**src/rtl/raster_gen_pkg.sv**
```systemverilog
package raster_gen_pkg;

    localparam int CTL_W      = 3;
    localparam int CTL_HS_LOW = 0;
    localparam int CTL_VS_LOW = 1;
    localparam int CTL_ILACE  = 2;

    // Half-open span test: start inclusive, end exclusive.
    function automatic logic in_span(input int unsigned pos,
                                     input int unsigned beg,
                                     input int unsigned fin);
        return (pos >= beg) && (pos < fin);
    endfunction

endpackage

```
**src/rtl/raster_shadow.sv**
```systemverilog
module raster_shadow
    import raster_gen_pkg::*;
#(
    parameter int HW = 12,
    parameter int VW = 11
) (
    input  logic             clk,
    input  logic             rst_n,
    input  logic             load,
    input  logic [HW-1:0]    in_h_last,
    input  logic [VW-1:0]    in_v_last,
    input  logic [HW-1:0]    in_h_beg,
    input  logic [HW-1:0]    in_h_end,
    input  logic [VW-1:0]    in_v_beg,
    input  logic [VW-1:0]    in_v_end,
    input  logic [VW-1:0]    in_v2_total,
    input  logic [VW-1:0]    in_v2_beg,
    input  logic [VW-1:0]    in_v2_end,
    input  logic [HW-1:0]    in_hs_w,
    input  logic [VW-1:0]    in_vs_w,
    input  logic [CTL_W-1:0] in_ctrl,
    output logic [HW-1:0]    sh_h_last,
    output logic [VW-1:0]    sh_v_last,
    output logic [HW-1:0]    sh_h_beg,
    output logic [HW-1:0]    sh_h_end,
    output logic [VW-1:0]    sh_v_beg,
    output logic [VW-1:0]    sh_v_end,
    output logic [VW-1:0]    sh_v2_total,
    output logic [VW-1:0]    sh_v2_beg,
    output logic [VW-1:0]    sh_v2_end,
    output logic [HW-1:0]    sh_hs_w,
    output logic [VW-1:0]    sh_vs_w,
    output logic [CTL_W-1:0] sh_ctrl
);

    typedef struct packed {
        logic [HW-1:0]    h_last;
        logic [VW-1:0]    v_last;
        logic [HW-1:0]    h_beg;
        logic [HW-1:0]    h_end;
        logic [VW-1:0]    v_beg;
        logic [VW-1:0]    v_end;
        logic [VW-1:0]    v2_total;
        logic [VW-1:0]    v2_beg;
        logic [VW-1:0]    v2_end;
        logic [HW-1:0]    hs_w;
        logic [VW-1:0]    vs_w;
        logic [CTL_W-1:0] ctrl;
    } bank_t;

    bank_t bank_d, bank_q;

    always_comb begin
        bank_d = bank_q;
        if (load) begin
            bank_d = '{h_last:   in_h_last,
                       v_last:   in_v_last,
                       h_beg:    in_h_beg,
                       h_end:    in_h_end,
                       v_beg:    in_v_beg,
                       v_end:    in_v_end,
                       v2_total: in_v2_total,
                       v2_beg:   in_v2_beg,
                       v2_end:   in_v2_end,
                       hs_w:     in_hs_w,
                       vs_w:     in_vs_w,
                       ctrl:     in_ctrl};
        end
    end

    always_ff @(posedge clk or negedge rst_n) begin
        if (!rst_n) begin
            bank_q <= '0;
        end else begin
            bank_q <= bank_d;
        end
    end

    assign sh_h_last   = bank_q.h_last;
    assign sh_v_last   = bank_q.v_last;
    assign sh_h_beg    = bank_q.h_beg;
    assign sh_h_end    = bank_q.h_end;
    assign sh_v_beg    = bank_q.v_beg;
    assign sh_v_end    = bank_q.v_end;
    assign sh_v2_total = bank_q.v2_total;
    assign sh_v2_beg   = bank_q.v2_beg;
    assign sh_v2_end   = bank_q.v2_end;
    assign sh_hs_w     = bank_q.hs_w;
    assign sh_vs_w     = bank_q.vs_w;
    assign sh_ctrl     = bank_q.ctrl;

endmodule

```
**src/rtl/raster_counter.sv**
```systemverilog
module raster_counter #(
    parameter int HW = 12,
    parameter int VW = 11
) (
    input  logic          clk,
    input  logic          rst_n,
    input  logic [HW-1:0] lim_h,
    input  logic [VW-1:0] lim_v_f0,
    input  logic [VW-1:0] lim_v_f1,
    input  logic          next_ilace,
    output logic [HW-1:0] h_cnt,
    output logic [VW-1:0] v_cnt,
    output logic          fld,
    output logic          boundary
);

    typedef struct packed {
        logic [HW-1:0] h;
        logic [VW-1:0] v;
        logic          f;
    } cnt_t;

    cnt_t cnt_d, cnt_q;
    logic line_end;
    logic last_line;

    always_comb begin
        line_end  = (cnt_q.h == lim_h);
        last_line = cnt_q.f ? (cnt_q.v == lim_v_f1) : (cnt_q.v == lim_v_f0);
        boundary  = line_end && last_line;

        cnt_d = cnt_q;
        if (line_end) begin
            cnt_d.h = '0;
            if (last_line) begin
                cnt_d.v = '0;
                cnt_d.f = next_ilace ? ~cnt_q.f : 1'b0;
            end else begin
                cnt_d.v = cnt_q.v + 1'b1;
            end
        end else begin
            cnt_d.h = cnt_q.h + 1'b1;
        end
    end

    always_ff @(posedge clk or negedge rst_n) begin
        if (!rst_n) begin
            cnt_q <= '0;
        end else begin
            cnt_q <= cnt_d;
        end
    end

    assign h_cnt = cnt_q.h;
    assign v_cnt = cnt_q.v;
    assign fld   = cnt_q.f;

endmodule

```
**src/rtl/raster_pulse.sv**
```systemverilog
module raster_pulse #(
    parameter int W = 12
) (
    input  logic [W-1:0] pos,
    input  logic [W-1:0] width,
    input  logic         invert,
    output logic         pulse
);

    logic raw;

    always_comb begin
        raw   = (pos < width);
        pulse = raw ^ invert;
    end

endmodule

```
**src/rtl/raster_decode.sv**
```systemverilog
module raster_decode
    import raster_gen_pkg::*;
#(
    parameter int HW = 12,
    parameter int VW = 11
) (
    input  logic [HW-1:0]    h,
    input  logic [VW-1:0]    v,
    input  logic             fld,
    input  logic [HW-1:0]    h_beg,
    input  logic [HW-1:0]    h_end,
    input  logic [VW-1:0]    v_beg,
    input  logic [VW-1:0]    v_end,
    input  logic [VW-1:0]    v2_beg,
    input  logic [VW-1:0]    v2_end,
    input  logic [HW-1:0]    hs_w,
    input  logic [VW-1:0]    vs_w,
    input  logic [CTL_W-1:0] ctrl,
    output logic             hs,
    output logic             vs,
    output logic             act
);

    logic          h_in;
    logic          v_in;
    logic [VW-1:0] win_beg;
    logic [VW-1:0] win_end;

    raster_pulse #(.W(HW)) u_hpulse (
        .pos    (h),
        .width  (hs_w),
        .invert (ctrl[CTL_HS_LOW]),
        .pulse  (hs)
    );

    raster_pulse #(.W(VW)) u_vpulse (
        .pos    (v),
        .width  (vs_w),
        .invert (ctrl[CTL_VS_LOW]),
        .pulse  (vs)
    );

    always_comb begin
        win_beg = fld ? v2_beg : v_beg;
        win_end = fld ? v2_end : v_end;
        h_in    = in_span(32'(h), 32'(h_beg), 32'(h_end));
        v_in    = in_span(32'(v), 32'(win_beg), 32'(win_end));
        act     = h_in && v_in;
    end

endmodule

```
**src/rtl/raster_gen.sv**
```systemverilog
module raster_gen
    import raster_gen_pkg::*;
#(
    parameter int HW = 12,
    parameter int VW = 11
) (
    input  logic             clk,
    input  logic             rst_n,
    input  logic [HW-1:0]    cfg_h_last,
    input  logic [VW-1:0]    cfg_v_last,
    input  logic [HW-1:0]    cfg_h_act_beg,
    input  logic [HW-1:0]    cfg_h_act_end,
    input  logic [VW-1:0]    cfg_v_act_beg,
    input  logic [VW-1:0]    cfg_v_act_end,
    input  logic [VW-1:0]    cfg_v2_total,
    input  logic [VW-1:0]    cfg_v2_act_beg,
    input  logic [VW-1:0]    cfg_v2_act_end,
    input  logic [HW-1:0]    cfg_hs_width,
    input  logic [VW-1:0]    cfg_vs_width,
    input  logic [CTL_W-1:0] cfg_ctrl,
    output logic             hsync,
    output logic             vsync,
    output logic             de,
    output logic             field,
    output logic [HW-1:0]    h_pos,
    output logic [VW-1:0]    v_pos
);

    logic [HW-1:0]    sh_h_last;
    logic [VW-1:0]    sh_v_last;
    logic [HW-1:0]    sh_h_beg;
    logic [HW-1:0]    sh_h_end;
    logic [VW-1:0]    sh_v_beg;
    logic [VW-1:0]    sh_v_end;
    logic [VW-1:0]    sh_v2_total;
    logic [VW-1:0]    sh_v2_beg;
    logic [VW-1:0]    sh_v2_end;
    logic [HW-1:0]    sh_hs_w;
    logic [VW-1:0]    sh_vs_w;
    logic [CTL_W-1:0] sh_ctrl;
    logic             at_boundary;
    logic             ilace_req;

    // Decided from the values being captured, so field and bank agree.
    assign ilace_req = cfg_ctrl[CTL_ILACE] && (cfg_v2_total != '0);

    raster_shadow #(.HW(HW), .VW(VW)) u_shadow (
        .clk         (clk),
        .rst_n       (rst_n),
        .load        (at_boundary),
        .in_h_last   (cfg_h_last),
        .in_v_last   (cfg_v_last),
        .in_h_beg    (cfg_h_act_beg),
        .in_h_end    (cfg_h_act_end),
        .in_v_beg    (cfg_v_act_beg),
        .in_v_end    (cfg_v_act_end),
        .in_v2_total (cfg_v2_total),
        .in_v2_beg   (cfg_v2_act_beg),
        .in_v2_end   (cfg_v2_act_end),
        .in_hs_w     (cfg_hs_width),
        .in_vs_w     (cfg_vs_width),
        .in_ctrl     (cfg_ctrl),
        .sh_h_last   (sh_h_last),
        .sh_v_last   (sh_v_last),
        .sh_h_beg    (sh_h_beg),
        .sh_h_end    (sh_h_end),
        .sh_v_beg    (sh_v_beg),
        .sh_v_end    (sh_v_end),
        .sh_v2_total (sh_v2_total),
        .sh_v2_beg   (sh_v2_beg),
        .sh_v2_end   (sh_v2_end),
        .sh_hs_w     (sh_hs_w),
        .sh_vs_w     (sh_vs_w),
        .sh_ctrl     (sh_ctrl)
    );

    raster_counter #(.HW(HW), .VW(VW)) u_counter (
        .clk        (clk),
        .rst_n      (rst_n),
        .lim_h      (sh_h_last),
        .lim_v_f0   (sh_v_last),
        .lim_v_f1   (sh_v2_total),
        .next_ilace (ilace_req),
        .h_cnt      (h_pos),
        .v_cnt      (v_pos),
        .fld        (field),
        .boundary   (at_boundary)
    );

    raster_decode #(.HW(HW), .VW(VW)) u_decode (
        .h      (h_pos),
        .v      (v_pos),
        .fld    (field),
        .h_beg  (sh_h_beg),
        .h_end  (sh_h_end),
        .v_beg  (sh_v_beg),
        .v_end  (sh_v_end),
        .v2_beg (sh_v2_beg),
        .v2_end (sh_v2_end),
        .hs_w   (sh_hs_w),
        .vs_w   (sh_vs_w),
        .ctrl   (sh_ctrl),
        .hs     (hsync),
        .vs     (vsync),
        .act    (de)
    );

endmodule

```
**config.mk**
```make
export PLATFORM = sky130hd
export DESIGN_NAME = raster_gen
export DESIGN_NICKNAME = d
export VERILOG_FILES = /design/src/rtl/raster_gen_pkg.sv /design/src/rtl/raster_shadow.sv /design/src/rtl/raster_counter.sv /design/src/rtl/raster_pulse.sv /design/src/rtl/raster_decode.sv /design/src/rtl/raster_gen.sv
export SDC_FILE = /design/constraint.sdc
export NUM_CORES = 1
export LEC_CHECK = 0
export CORE_ASPECT_RATIO = 2
export CORE_MARGIN = 5
export CORE_UTILIZATION = 30
export CTS_CLUSTER_DIAMETER = 30
export DETAILED_ROUTE_END_ITERATION = 10
export DONT_BUFFER_PORTS = 1
export PLACE_DENSITY = 0.43
export SKIP_LAST_GASP = 1
export SLEW_MARGIN = 30
export SYNTH_ARGS = -nofsm -noshare
export SYNTH_HDL_FRONTEND = slang
export SYNTH_SLANG_ARGS = --single-unit
```
**constraint.sdc**
```tcl
create_clock -name clk -period 2.6 [get_ports clk]
set_clock_uncertainty 0.05 [all_clocks]
set_input_delay 0.26 -clock clk [delete_from_list [all_inputs] [get_ports clk]]
set_output_delay 0.26 -clock clk [all_outputs]
set_load 0.02 [all_outputs]
```
# After elaboration in Yosys (flattened, before gate mapping)
# Cells that the tools add are included.
# Widths: inputs -> output; s select.
[word_totals] register_bits=151 inputBits=130 output_inout_bits=27 wordCells=42
[op_classes] addsub=2 n_lt_le_gt_ge=6 n_eq_ne=3 n_mux=6 bitwise_logic=3 reduce_logical=7
[op_table] op="$mux 11" n=3
[op_table] op="$lt 12x12->1" n=2
[op_table] op="$eq 11x11->1" n=2
[op_table] op="$lt 11x11->1" n=2
[op_table] op="$add 12x1->12 const B" n=1
[op_table] op="$eq 12x12->1" n=1
[op_table] op="$ge 12x12->1" n=1
[op_table] op="$mux 12" n=1
[op_table] op="$add 11x1->11 const B" n=1
[op_table] op="$ge 11x11->1" n=1
[op_table] op="$reduce_bool 11->1" n=1
[op_table] op="$logic_and 1x1->1" n=5
[op_table] op="$mux 1" n=2
[op_table] op="$reduce_and 2->1" n=1
[op_table] op="$xor 1x1->1" n=2
[op_table] op="$not 1->1" n=1

# Logic depth before layout (Yosys ltp)
# Gate-level depths: netlist of run 1.
[logic_depth] ltp_word=4 depth_mapped=11 depth_no_buf=8

# Hierarchy
# From an unflattened synthesis of run 1, not the netlist that was laid out.
[unflattened] hier_cells=677 hier_area_um2=8277.9
[by_module_without_submodules] mod="raster_shadow" n_inst=1 cells_each=270 area_per_inst_um2=4822.1 seq_area_each_um2=3203.1
[by_module_without_submodules] mod="raster_counter" n_inst=1 cells_each=166 area_per_inst_um2=1607.8 seq_area_each_um2=600.6
[by_module_without_submodules] mod="raster_decode" n_inst=1 cells_each=160 area_per_inst_um2=1265.0 seq_area_each_um2=0.0
[by_module_without_submodules] mod="raster_pulse at u_decode.u_hpulse" n_inst=1 cells_each=40 area_per_inst_um2=287.8 seq_area_each_um2=0.0
[by_module_without_submodules] mod="raster_pulse at u_decode.u_vpulse" n_inst=1 cells_each=36 area_per_inst_um2=267.8 seq_area_each_um2=0.0
[by_module_without_submodules] mod="raster_gen" n_inst=1 cells_each=5 area_per_inst_um2=27.5 seq_area_each_um2=0.0

# Worst setup path after synthesis of run 1
# Ideal clock, no wire load.
[synth_timing] kind="register to output" startpoint="register u_counter.cnt_q, in the netlist u_counter.fld" endpoint="output de" arrival_time_ns=2.653 required_time_ns=2.290 setup_slack_ns=-0.363 path_stages_with_launch=12 path_buffers=3 cell_sequence="dfrtp_1 buf_4 buf_6 buf_1 mux2i_1 ha_1 a21oi_1 nor2b_1 o21ai_0 o311a_1 o221ai_1 and4b_1"
[synth_via] elab_chain_cells=4 elab_cells_between_ends=6 classes_between="order compare (2); mux (2); reduce/logical (2)"
[synth_lines] item="start: declaration" line_no="raster_counter.sv:23" source="cnt_t cnt_d, cnt_q;"
[synth_lines] item="start signal: assignment" line_no="raster_counter.sv:50" source="cnt_q <= cnt_d;"
[synth_lines] item="$mux 11 (on tied branches)" line_no="raster_decode.sv:44, raster_decode.sv:45"
[synth_lines] item="$ge 11x11->1 or $lt 11x11->1 (tied branches)" line_no="raster_gen_pkg.sv:12" source="return (pos >= beg) && (pos < fin);"
[synth_lines] item="$logic_and 1x1->1 *" line_no="raster_gen_pkg.sv:12"
[synth_lines] item="$logic_and 1x1->1 *" line_no="raster_decode.sv:48" source="act = h_in && v_in;"
[synth_lines] item="end: declaration" line_no="raster_gen.sv:23" source="output logic de,"
# Mark *: on every way between the ends. The rest lies on a longest branch, timed or not.

# Worst setup path after layout of run 1
# Same ends and word-level chain as after synthesis.

==> flow_summary.yaml, run 1 <==
outcome:
  outcome: "finished with violations"
  violations: "hold timing, setup timing"
synthesis:
  ys_seq_area_frac: 0.474
  synth_xor_area_frac: 0.0461
  synthSimpleGateAreaFrac: 0.0933
  synth_nets: 895
  syn-cell-area_mm2: 0.00798
  ys_types: 47
  post_synth.cell_area_avg_um2: 11.4
  synth-seq-cells: 151
  async_flop_share: 1.00
  synth-edff-count: 0
  synthAdderAreaFrac: 0.105
  synth_top_family_by_area: "multiplexers"
  synthCells: 698
  ys.flop_type: "dfrtp_1"
  synth-compound-area-share: 0.0762
  ys_warn_count: 0
  synth.area.mux_share: 0.164
global_routing:
  grt_max_degree: 152
  grt_use_total: 0.164
  grt_pass1_wl_um: 37600
  grt.overflow.total: 0
  antenna_found_initial: 0
  grt_pass1_vias: 6602
sta:
  timing.final.max_slew_violations: 0
  setup_viol: 1
  worst-slew-pin-transition_ns: 0.597
  fin_crit_sh: 1.13
  layout_setup_ws_ns: -0.333
  slew_headroom: 0.602
  max_freq_ghz: 0.341
  holdWs_ns: -0.530
  hold_viol: 151
  period_minus_slack_ns: 2.93
  rsz0062_at_grt: "true"
cells_and_area:
  n_antenna_cell: 0
  area_growth_pct: 35.2
  fillers: 2601
  finish.utilization: 0.410
  nNetsFinal: 1069
  drive_gt1_frac: 0.232
  instances_no_fill: 1228
cts:
  cts_hold_buf: 126
  clk_latency_ns: 0.43
  cts_root_buf: "clkbuf_16"
  htreeDepth: 4
  cts_tree: "done"
  numCtsBuffers: 17
  cts.sinks: 151
  clk_pin_slew_worst_paths_ns: 0.06
  clock_path_buffers: 2
worst_setup_path:
  required_ns: 2.29
  critPathKind: "reg2out"
  start_kind: "flip-flop"
  cp-end-kind: "output port"
  worstPathArrival_ns: 2.62
  critical_path.max_fanout: 4
hold_path:
  hold_class: "in2async"
pwr:
  seqPwrFrac: 0.442
  p_leak_nw: 5.08
  power_switching_share: 0.265
  internal_power_w: 0.00439
  pwr_density_cell_mw_per_mm2: 554
  power_frac_comb: 0.152
  switching_power_w: 0.00158
  power_frac_clock: 0.406
  ir_drop_uv: 413
flow_run:
  cap_viol_max_count: 0
drt:
  drt-wirelength-per-cell_um: 19.3
  via_per_inst: 4.83
  drtIter0Drc: 174
  first_pass_iters: 6
  vias: 5929
  drcViolationCount: 0
  wl_um: 23700
  ant_nets: 0
place:
  io_buffers: 0
  dp_cells: 1058
  dpl.hpwl_um: 17700
  place_congestion: 0.804
die:
  die_area_mm2: 0.0301
  initial_core_util: 0.304
  die_width_um: 125
  fp-row-count: 84
  core_mm2: 0.0263
  ios: 157
  dieHeight_um: 241
final timing paths:
| check | to | startpoint | depth (start not counted) | slack, ns |
|---|---|---|---|---|
| max | de | u_counter.fld | 8 | -0.33 |
| min | u_counter.h_cnt[8] | rst_n | 0 | -0.53 |
| max reg2reg | u_shadow.sh_h_last[3] | u_counter.fld | 9 | 0.02 |
| min reg2reg | u_shadow.sh_v_last[9] | u_shadow.sh_v_last[9] | 1 | 0.45 |
| max in group asynchronous | u_counter.v_cnt[4] | rst_n | 0 | 2.74 |
| min in group clk | u_shadow.sh_vs_w[1] | cfg_vs_width[1] | 2 | 0.02 |
state kept, by name (all words and copies together) (netlist names), 12 cells and up:
name and cells:
u_counter.h_cnt 12, u_shadow.sh_h_beg 12, u_shadow.sh_h_end 12, u_shadow.sh_h_last 12
u_shadow.sh_hs_w 12
Yosys cell counts, types with 3 or more instances:
master	number	share of area
a211oi_1	3	0.0028
a21o_1	19	0.018
a21oi_1	16	0.010
and3_1	6	0.0047
buf_1	8	0.0038
buf_2	6	0.0038
buf_6	4	0.0056
clkbuf_1	12	0.0056
dfrtp_1	151	0.47
ha_1	67	0.11
inv_1	46	0.022
mux2_1	8	0.011
mux2_2	69	0.097
mux2_4	8	0.015
mux2i_1	32	0.040
nand2_1	13	0.0061
nand2b_1	4	0.0031
nand3_1	51	0.032
nand4_1	19	0.015
nor2_1	30	0.014
nor3_1	5	0.0031
o21ai_0	48	0.030
o21ai_1	3	0.0019
xnor2_1	30	0.033
xor2_1	12	0.013
power by group through the flow:
stage               sequential, W  combinational (W)  clock, W
floorplan                 0.00270           0.000395         0
global placement          0.00268           0.000677         0
detailed placement        0.00268           0.000692         0
CTS                       0.00264           0.000922   0.00252
global route              0.00265            0.00101   0.00262
finish                    0.00264           0.000907   0.00243
what timing repair did:
action / CTS / global route
hold endpoints to repair: 277 / 151
resized for setup: 39 / 2
setup endpoints to repair: 51 / 119
cloned: 1 / 0
buffers inserted: 11 / 1
pin swaps: 20 / 6
through the flow:
stage	worst slack (ns)	hold WS (ns)	instance area [µm²]	power, W	setup TNS, ns
2_1_floorplan	0.00487	-0.0856	7990	0.00309	0
3_3_place_gp	-0.212	-0.0796	8670	0.00336	-0.212
3_5_place_dp	-0.181	-0.0795	8670	0.00337	-0.864
4_1_cts	-0.397	-0.564	10800	0.00609	-0.397
5_1_grt	-0.508	-0.572	10800	0.00628	-8.77
6_report	-0.333	-0.530	10800	0.00598	-0.333
layout make-up:
class	instances	area (µm²)	area share
sequential	151	3790	0.351
multi-input combinational	470	4000	0.371
tap	344	430	0.0399
inverter	46	173	0.0160
clock buffer	18	439	0.0407
clock inverter	13	133	0.0123
timing repair buffer	186	1820	0.169
routing by layer:
| layer | wire length [µm] | GRT usage | up-vias |
|---|---|---|---|
| met5 | 0 | 0 | - |
| met4 | 552 | 0.0589 | 0 |
| met3 | 952 | 0.0452 | 29 |
| met2 | 13900 | 0.324 | 138 |
| met1 | 8330 | 0.161 | 2929 |
| li1 | - | - | 2833 |
cell families after synthesis:
logic type                 count (synthesis)
buffers and inverters                     77
DFF                                      151
AOI/OAI and AO/OA                        102
xor gates and xnor gates                  42
and+or+nand+nor                          142
adders and majority gates                 67
muxes                                    117
cells in the final DEF (no fill, tap or decap), types with 4 or more instances in the layout:
cell / synthesis / final
a21oi_1: 16 / 14
clkinvlp_4: 0 / 4
o21ai_0: 48 / 45
mux2_2: 69 / 69
and3_1: 6 / 5
o21ai_1: 3 / 4
mux2i_1: 32 / 26
ha_4: 0 / 4
xnor2_1: 30 / 30
nor2_1: 30 / 30
inv_1: 46 / 45
dfrtp_2: 0 / 8
nand4_1: 19 / 19
mux2i_2: 0 / 6
clkinv_2: 0 / 5
dfrtp_1: 151 / 143
mux2_4: 8 / 8
nand2_1: 13 / 13
nand2b_1: 4 / 4
xor2_1: 12 / 12
ha_1: 67 / 63
mux2_1: 8 / 8
clkbuf_16: 0 / 17
dlygate4sd3_1: 0 / 126
buf_12: 0 / 5
nor3_1: 5 / 4
a21o_1: 19 / 19
buf_4: 1 / 50
nand3_1: 51 / 51
worst max-delay path, cell delays in order, from the launching register on:
cell	delay (ns)
dfrtp_2	0.41
mux2_2	0.35
ha_1	0.26
nand2b_1	0.15
a211oi_2	0.22
nor3_1	0.08
a2111oi_2	0.26
o21ai_1	0.13
and4b_2	0.32
Power figures use the tool's default switching activity.
==> inputs of run 2 (changes only) <==
--- a/config.mk
+++ b/config.mk
@@ -7,11 +7,11 @@
 export LEC_CHECK = 0
 export CORE_ASPECT_RATIO = 2
 export CORE_MARGIN = 5
-export CORE_UTILIZATION = 30
+export CORE_UTILIZATION = 58
 export CTS_CLUSTER_DIAMETER = 30
 export DETAILED_ROUTE_END_ITERATION = 10
 export DONT_BUFFER_PORTS = 1
-export PLACE_DENSITY = 0.43
+export PLACE_DENSITY = 0.74
 export SKIP_LAST_GASP = 1
 export SLEW_MARGIN = 30
 export SYNTH_ARGS = -nofsm -noshare
==> flow_summary.yaml, run 2 (same netlist as run 1, synthesis figures left out) <==
worst_setup_path:
  required_ns: 2.29
  critPathKind: "reg2out"
  worstPathArrival_ns: 2.77
  cp-end-kind: "output port"
  ff2ff_path_depth: 12
  start_kind: "flip-flop"
  critical_path.max_fanout: 13
sta:
  rsz0062_at_grt: "true"
  period_minus_slack_ns: 3.08
  fin_crit_sh: 1.19
  hold_viol: 151
  layout_setup_ws_ns: -0.483
  holdWs_ns: -0.524
  timing.final.max_slew_violations: 0
  setup_viol: 139
  slew_headroom: 0.687
  worst-slew-pin-transition_ns: 0.457
  fin_tns_setup_ns: -20.56
  max_freq_ghz: 0.324
hold_path:
  hold_class: "in2async"
cells_and_area:
  register_area_mm2: 0.00379
  nNetsFinal: 1075
  multiInputGateArea_mm2: 0.00403
  final_cell_area_mm2: 0.0107
  final_common_cell: "dfrtp_1"
  final_cell_mix: "dfrtp_1 (143), dlygate4sd3_1 (126), mux2_2 (68), ha_1 (64), nand3_1 (51)"
  drive_gt1_frac: 0.237
  fillers: 763
  area_growth_pct: 34.0
drt:
  drtIter0Drc: 427
  ant_nets: 0
  via_per_inst: 6.12
  drt-wirelength-per-cell_um: 23.4
  first_pass_iters: 5
  vias: 6412
  wl_um: 24600
  drcViolationCount: 0
cts:
  clock_path_buffers: 2
  cts_tree: "done"
  cts.sinks: 151
  clk_pin_slew_worst_paths_ns: 0.07
  clk_latency_ns: 0.42
  cts_hold_buf: 126
  htreeDepth: 4
  cts_root_buf: "clkbuf_16"
  numCtsBuffers: 17
global_routing:
  antenna_found_initial: 1
  grt_util_met1: 0.297
  grt_use_met2: 0.537
  use_met3: 0.0570
  grt_use_total: 0.288
  grt_max_degree: 152
  grt.overflow.total: 0
  grt_pass1_vias: 6928
  globalRoute.busiestLayer: "met2"
  grt_pass1_wl_um: 36100
die:
  core_mm2: 0.0135
  ios: 157
  die_area_mm2: 0.0163
  die_width_um: 92.9
  initial_core_util: 0.590
  fp-row-count: 60
  dieHeight_um: 176
place:
  io_buffers: 0
  dpl.hpwl_um: 15200
  placed_area_mm2: 0.00839
  place_congestion: 0.889
pwr:
  p_leak_nw: 5.16
  pwr_density_cell_mw_per_mm2: 556
  ir_drop_uv: 571
flow_run:
  cap_viol_max_count: 0
outcome:
  outcome: "finished with violations"
  violations: "hold timing, setup timing"
run 2: cell types whose count changed in the layout (fill, tap and decap cells not counted), moves of 2 or more:
cell	delta
o21ai_1	+21
o21ai_0	-20
inv_6	+7
buf_6	+4
clkbuf_16	+4
buf_12	+3
buf_4	-3
clkinv_2	-3
bufinv_16	-2
clkinvlp_4	-2
mux2i_2	-2
nand2b_1	-2
nand2b_4	+2
run 2: critical path, stage by stage, from the launching register on:
cell and delay, ns:
dfrtp_2 0.43, buf_12 0.18, mux2i_1 0.31, ha_1 0.31, nor2_1 0.20, nor3_2 0.08
a2111oi_2 0.40, o21ai_1 0.14, and4b_2 0.29
run 2: power by group:
part           internal [W]  switching (W)  leakage, nW
clock               0.00125        0.00108        0.265
combinational      0.000522       0.000434         3.23
sequential          0.00247       0.000196         1.66
run 2: what timing repair did:
| action | CTS | global route |
|---|---|---|
| hold endpoints to repair | 277 | 151 |
| gates resized for setup | 18 | 50 |
| setup endpoints to repair | 3 | 40 |
| gates cloned | 0 | 7 |
| setup buffers | 4 | 17 |
| pin swaps | 3 | 18 |
run 2: worst paths after layout:
path                                                end  slack, ns                    start
max in group asynchronous            u_counter.v_cnt[4]       2.79                    rst_n
worst max-delay path                                 de      -0.48            u_counter.fld
worst min-delay path                 u_counter.h_cnt[6]      -0.52                    rst_n
worst min register to register  u_shadow.sh_v2_total[4]       0.46  u_shadow.sh_v2_total[4]
worst max register to register     u_shadow.sh_h_beg[8]      -0.21            u_counter.fld
min in group clk                    u_shadow.sh_vs_w[2]       0.04          cfg_vs_width[2]
run 2: area by class of cell:
type                    instances  area share
flip-flops and latches        151       0.354
clock buffers                  18      0.0401
inverters                      46      0.0162
clock inverters                14      0.0108
well taps                     155      0.0181
diodes                          1    0.000234
repair buffers                192       0.183
multi-input cells             470       0.377
run 2: per-layer routing:
layer  routed length (µm)  share of wire
met1                 8180           0.33
met2                13600           0.55
met4                 1370          0.056
met5                    0              0
met3                 1430          0.058
run 2: metrics by stage:
step	power, W	setup WS (ns)	utilization	cells
after detailed placement	0.00337	-0.0417	0.621	860
after global placement	0.00331	-0.0239	0.621	860
after global routing	0.00615	-0.543	0.791	1047
after floorplan	0.00309	0.00487	-	698
after CTS	0.00588	-0.353	0.762	1022
final	0.00595	-0.483	0.791	1047
